File: src/rtl/pi4_qpsk_mapper.sv
module pi4_qpsk_mapper #(
  parameter int W   = 16,
  parameter int AMP = 16384
) (
  input  logic                clk,
  input  logic                rst_n,
  input  logic                sym_valid,
  output logic                sym_ready,
  input  logic [1:0]          sym_bits,
  output logic                out_valid,
  input  logic                out_ready,
  output logic signed [W-1:0] out_i,
  output logic signed [W-1:0] out_q
);
  localparam logic signed [W-1:0] AX = W'(AMP);
  localparam logic signed [W-1:0] DG = W'((AMP * 46341 + 32768) >>> 16);

  logic [2:0] phase, step, nxt;
  logic       take;

  function automatic logic signed [W-1:0] cos45(input logic [2:0] k);
    case (k)
      3'd0:       cos45 = AX;
      3'd1, 3'd7: cos45 = DG;
      3'd2, 3'd6: cos45 = '0;
      3'd3, 3'd5: cos45 = -DG;
      default:    cos45 = -AX;
    endcase
  endfunction

  always_comb begin
    case (sym_bits)
      2'b00:   step = 3'd1;
      2'b01:   step = 3'd3;
      2'b11:   step = 3'd5;
      default: step = 3'd7;
    endcase
  end

  assign sym_ready = out_ready || !out_valid;
  assign take      = sym_valid && sym_ready;
  assign nxt       = phase + step;

  always_ff @(posedge clk) begin
    if (!rst_n) begin
      phase     <= '0;
      out_valid <= 1'b0;
      out_i     <= '0;
      out_q     <= '0;
    end else if (take) begin
      phase     <= nxt;
      out_valid <= 1'b1;
      out_i     <= cos45(nxt);
      out_q     <= cos45(nxt - 3'd2);
    end else if (out_ready) begin
      out_valid <= 1'b0;
    end
  end

  a_r7_hold_on_stall: assert property (@(posedge clk) disable iff (!rst_n)
    out_valid && !out_ready |=> out_valid && $stable(out_i) && $stable(out_q));

  a_r6_no_take_on_stall: assert property (@(posedge clk) disable iff (!rst_n)
    out_valid && !out_ready |-> !sym_ready);

  a_r8_one_cycle: assert property (@(posedge clk) disable iff (!rst_n)
    sym_valid && sym_ready |=> out_valid);

  a_r5_not_origin: assert property (@(posedge clk) disable iff (!rst_n)
    out_valid |-> (out_i != 0 || out_q != 0));

  a_r5_no_crossing: assert property (@(posedge clk) disable iff (!rst_n)
    out_valid && take |=> !(out_i == -$past(out_i) && out_q == -$past(out_q)));

  a_r4_alternate: assert property (@(posedge clk) disable iff (!rst_n)
    out_valid && take |=> ((out_i == 0 || out_q == 0) != ($past(out_i) == 0 || $past(out_q) == 0)));

  a_r9_drain: assert property (@(posedge clk) disable iff (!rst_n)
    out_ready && !sym_valid |=> !out_valid);
endmodule

File: config.mk
export PLATFORM = sky130hd
export DESIGN_NAME = pi4_qpsk_mapper
export DESIGN_NICKNAME = d
export VERILOG_FILES = /design/src/rtl/pi4_qpsk_mapper.sv
export SDC_FILE = /design/constraint.sdc
export NUM_CORES = 1
export LEC_CHECK = 0
export BUFFER_PORTS_ARGS = -buffer_cell sky130_fd_sc_hd__buf_2
export CAP_MARGIN = 30
export CORE_MARGIN = 4
export CORE_UTILIZATION = 50
export DETAILED_ROUTE_END_ITERATION = 16
export HOLD_SLACK_MARGIN = 0.08
export PLACE_DENSITY = 0.91
export REMOVE_ABC_BUFFERS = 1
export SLEW_MARGIN = 20
export SYNTH_ARGS = -nofsm -noshare
export SYNTH_HDL_FRONTEND = slang
export SYNTH_SLANG_ARGS = --single-unit
File: constraint.sdc
create_clock -name clk -period 5.17 [get_ports clk]
set_input_delay 0.517 -clock clk [delete_from_list [all_inputs] [get_ports clk]]
set_output_delay 0.517 -clock clk [all_outputs]
set_load 0.1 [all_outputs]
==> impl_metrics.yaml <==
logic_synthesis:
  ys_types: 30
  synthAdderAreaFrac_pct: 10.9
  synth-simple-area-share_pct: 11.1
  synth-seq-cells: 14
  synth_compound_area_share_pct: 19.1
  yosys.area.top_type: "dfxtp_1"
  synth_top_family_by_area: "buffers and inverters"
  async_flop_share_pct: 0
  syn_inst: 119
  ys.flop_type: "dfxtp_1"
  netlist_area_um2: 985
  synth_area_leaders: "dfxtp_1 28%, buf_4 18%, ha_1 8.9%"
  avgSynthCellArea_um2: 8.27
  synthXorXnorAreaFrac_pct: 5.08
  synth_warnings: 0
  synth_seq_area_share_pct: 28.5
  synth.mux.area_fraction_pct: 2.03
  synth_edf_count: 0
  yosysTopAreaCellShare_pct: 28.5
critical_path:
  r2r_slack_ns: 2.89
  end_kind: "register"
  cp_slowest_cell: "xnor2_2"
  critPathBufInv: 3
  path_depth: 10
  r2r_cells: 6
  critPathRequiredTime_ns: 5.31
  critical_path.top_delay_family: "XOR/XNOR gates"
  cp.arrival_ns: 2.64
  cp-start-kind: "primary input"
  cp_cell_sequence: "buf_2 -> inv_1 -> ha_1 -> inv_1 -> fa_1 -> xnor2_2 -> xnor2_2 -> xnor2_1 -> mux2i_1 -> a21oi_1"
  cp_max_fo: 14
  crit_type: "in2reg"
  cpPeakStageDelay_ns: 0.55
drt:
  post_drt_via_cell_ratio: 5.16
  wl_per_cell_um: 12.2
  drt_pass1_iterations: 4
  drc: 0
  dr_total_vias: 816
  drt_iter0_markers: 17
  ant_nets: 0
  routed_wl_mm: 1.93
place:
  place_ws_ns: 2.41
  place.port_buffers: 39
  postPlaceCellArea_mm2: 0.00100
  dp_hpwl_mm: 1.45
  numPlacedInstances: 154
  gp_congestion: 0.777
clocking:
  post-cts-setup-buffers: 0
  root_buffer: "clkbuf_4"
  ctsHoldBuffers: 0
  cts_made_buffers: 3
  cts.path.max_buffers: 2
  cts_tree: "built"
  htree_levels: 1
  cts.clk_slew.worst_paths_ns: 0.08
  insertion_delay_ns: 0.28
  ctsResizeCount: 0
  cts.sinks: 14
sta:
  hold_viol_final: 0
  setup_viol: 0
  slew_viol_final: 0
  slew-limit-headroom_pct: 56.5
  max_clock_freq_ghz: 0.400
  post-route-period-util_pct: 48.4
  final.min_clock_period_ns: 2.50
  rsz0062_at_grt: "no"
  worst_pin_slew_ns: 0.649
  fin_skew_ns: 0.00113
  fin_ws_ns: 2.67
hold_path:
  hp-class: "reg2reg"
  hold_depth: 2
die:
  initial_core_util_pct: 54.7
  die_h_um: 52.4
  io-pin-count: 40
  row_count: 15
  dieArea_mm2: 0.00274
  core_mm2: 0.00180
  die-width_um: 52.4
layout:
  drive_above_1_share_pct: 33.8
  area_delta_synth_final_pct: 5.59
  post-route-util_pct: 57.7
  nets: 148
  design_area_mm2: 0.00104
  instances_no_fill: 158
  fill_cells: 165
  diodes: 0
grt:
  grt_pass1_vias: 764
  antenna_found_initial: 0
  grt_util_all_layers_pct: 14.8
  grt_pass1_wl_mm: 3.13
  grt_max_degree: 19
  gr-total-overflow: 0
power:
  p_leak_nw: 0.548
  p_per_area_mw_per_mm2: 626
  peakVddDrop_mv: 0.336
outcome:
  outcome: "finished clean"
job:
  cap_violations: 0
==> worst paths after layout <==
path | from | endpoint
max | sym_bits[0] | out_q[13]
min | out_q[14] | out_q[14]
max reg2reg | phase[0] | out_q[13]
min reg2reg | out_q[14] | out_q[14]
==> per-stage QoR <==
step / total power, mW / TNS, ns / hold slack (ns)
6_report: 0.651 / 0 / 0.461
5_1_grt: 0.682 / 0 / 0.494
4_1_cts: 0.654 / 0 / 0.465
3_5_place_dp: 0.574 / 0 / 0.449
3_3_place_gp: 0.567 / 0 / 0.447
2_1_floorplan: 0.513 / -14.97 / 0.481
==> synthesized netlist by cell type (4+ instances only) <==
cell,n
buf_4,23
inv_1,6
buf_2,4
dfxtp_1,14
ha_1,7
o21ai_0,10
nor2_1,8
nand2_1,9
a21oi_1,11
==> sequential cells by signal, summed over array words and instances (netlist names) <==
| name | flops |
|---|---|
| out_q | 5 |
| out_i | 5 |
| phase | 3 |
| out_valid | 1 |
==> cell type report <==
cell class | instances | area [µm²] | area share, %
clock buffers | 4 | 36.3 | 3.49
inverters | 6 | 22.5 | 2.17
multi-input cells | 70 | 474 | 45.6
flip-flops and latches | 14 | 280 | 27.0
well taps | 25 | 31.3 | 3.01
repair buffers | 39 | 195 | 18.8
==> logic make-up after synthesis <==
| logic type | after synthesis |
|---|---|
| and+or+nand+nor | 24 |
| AOI/OAI and AO/OA | 32 |
| xor gates and xnor gates | 4 |
| buffers and inverters | 35 |
| muxes | 2 |
| DFF | 14 |
| adders and majority gates | 8 |
==> cell usage in the layout (no fill, tap or decap) <==
master | Yosys | final
buf_2 | 4 | 39
dfxtp_1 | 14 | 14
a21oi_1 | 11 | 11
o21ai_0 | 10 | 10
nand2_1 | 9 | 9
nor2_1 | 8 | 8
ha_1 | 7 | 7
inv_1 | 6 | 6
clkbuf_4 | 0 | 3
xnor2_2 | 2 | 2
and2_1 | 2 | 2
mux2i_1 | 2 | 2
a21boi_0 | 2 | 2
xnor2_1 | 2 | 2
a31oi_1 | 2 | 2
nand2b_1 | 1 | 1
a211oi_1 | 1 | 1
o31ai_1 | 1 | 1
o2111ai_1 | 1 | 1
nand3_1 | 1 | 1
nor3_1 | 1 | 1
nor4b_1 | 1 | 1
a311oi_1 | 1 | 1
o21a_1 | 1 | 1
o21ai_1 | 1 | 1
nor3b_1 | 1 | 1
o211a_1 | 1 | 1
fa_1 | 1 | 1
clkbuf_8 | 0 | 1
==> per-layer routing <==
| metal | GRT usage (%) | wire, µm | up-vias |
|---|---|---|---|
| met1 | 16.6 | 801 | 374 |
| met4 | 6.38 | 17 | 0 |
| li1 | - | - | 401 |
| met2 | 25.6 | 963 | 37 |
| met5 | 0 | 0 | - |
| met3 | 4.27 | 150 | 4 |
==> worst reg2reg max path, stage by stage, from the launching register on <==
cell and delay (ns):
dfxtp_1 0.40, fa_1 0.50, xnor2_2 0.17, xnor2_2 0.55
xnor2_1 0.23, mux2i_1 0.21, a21oi_1 0.08
==> report_power, final <==
group / internal (mW) / switching (mW)
Clock: 0.0428 / 0.0351
Sequential: 0.123 / 0.0136
Combinational: 0.0733 / 0.364
Power figures use the tool's default switching activity.
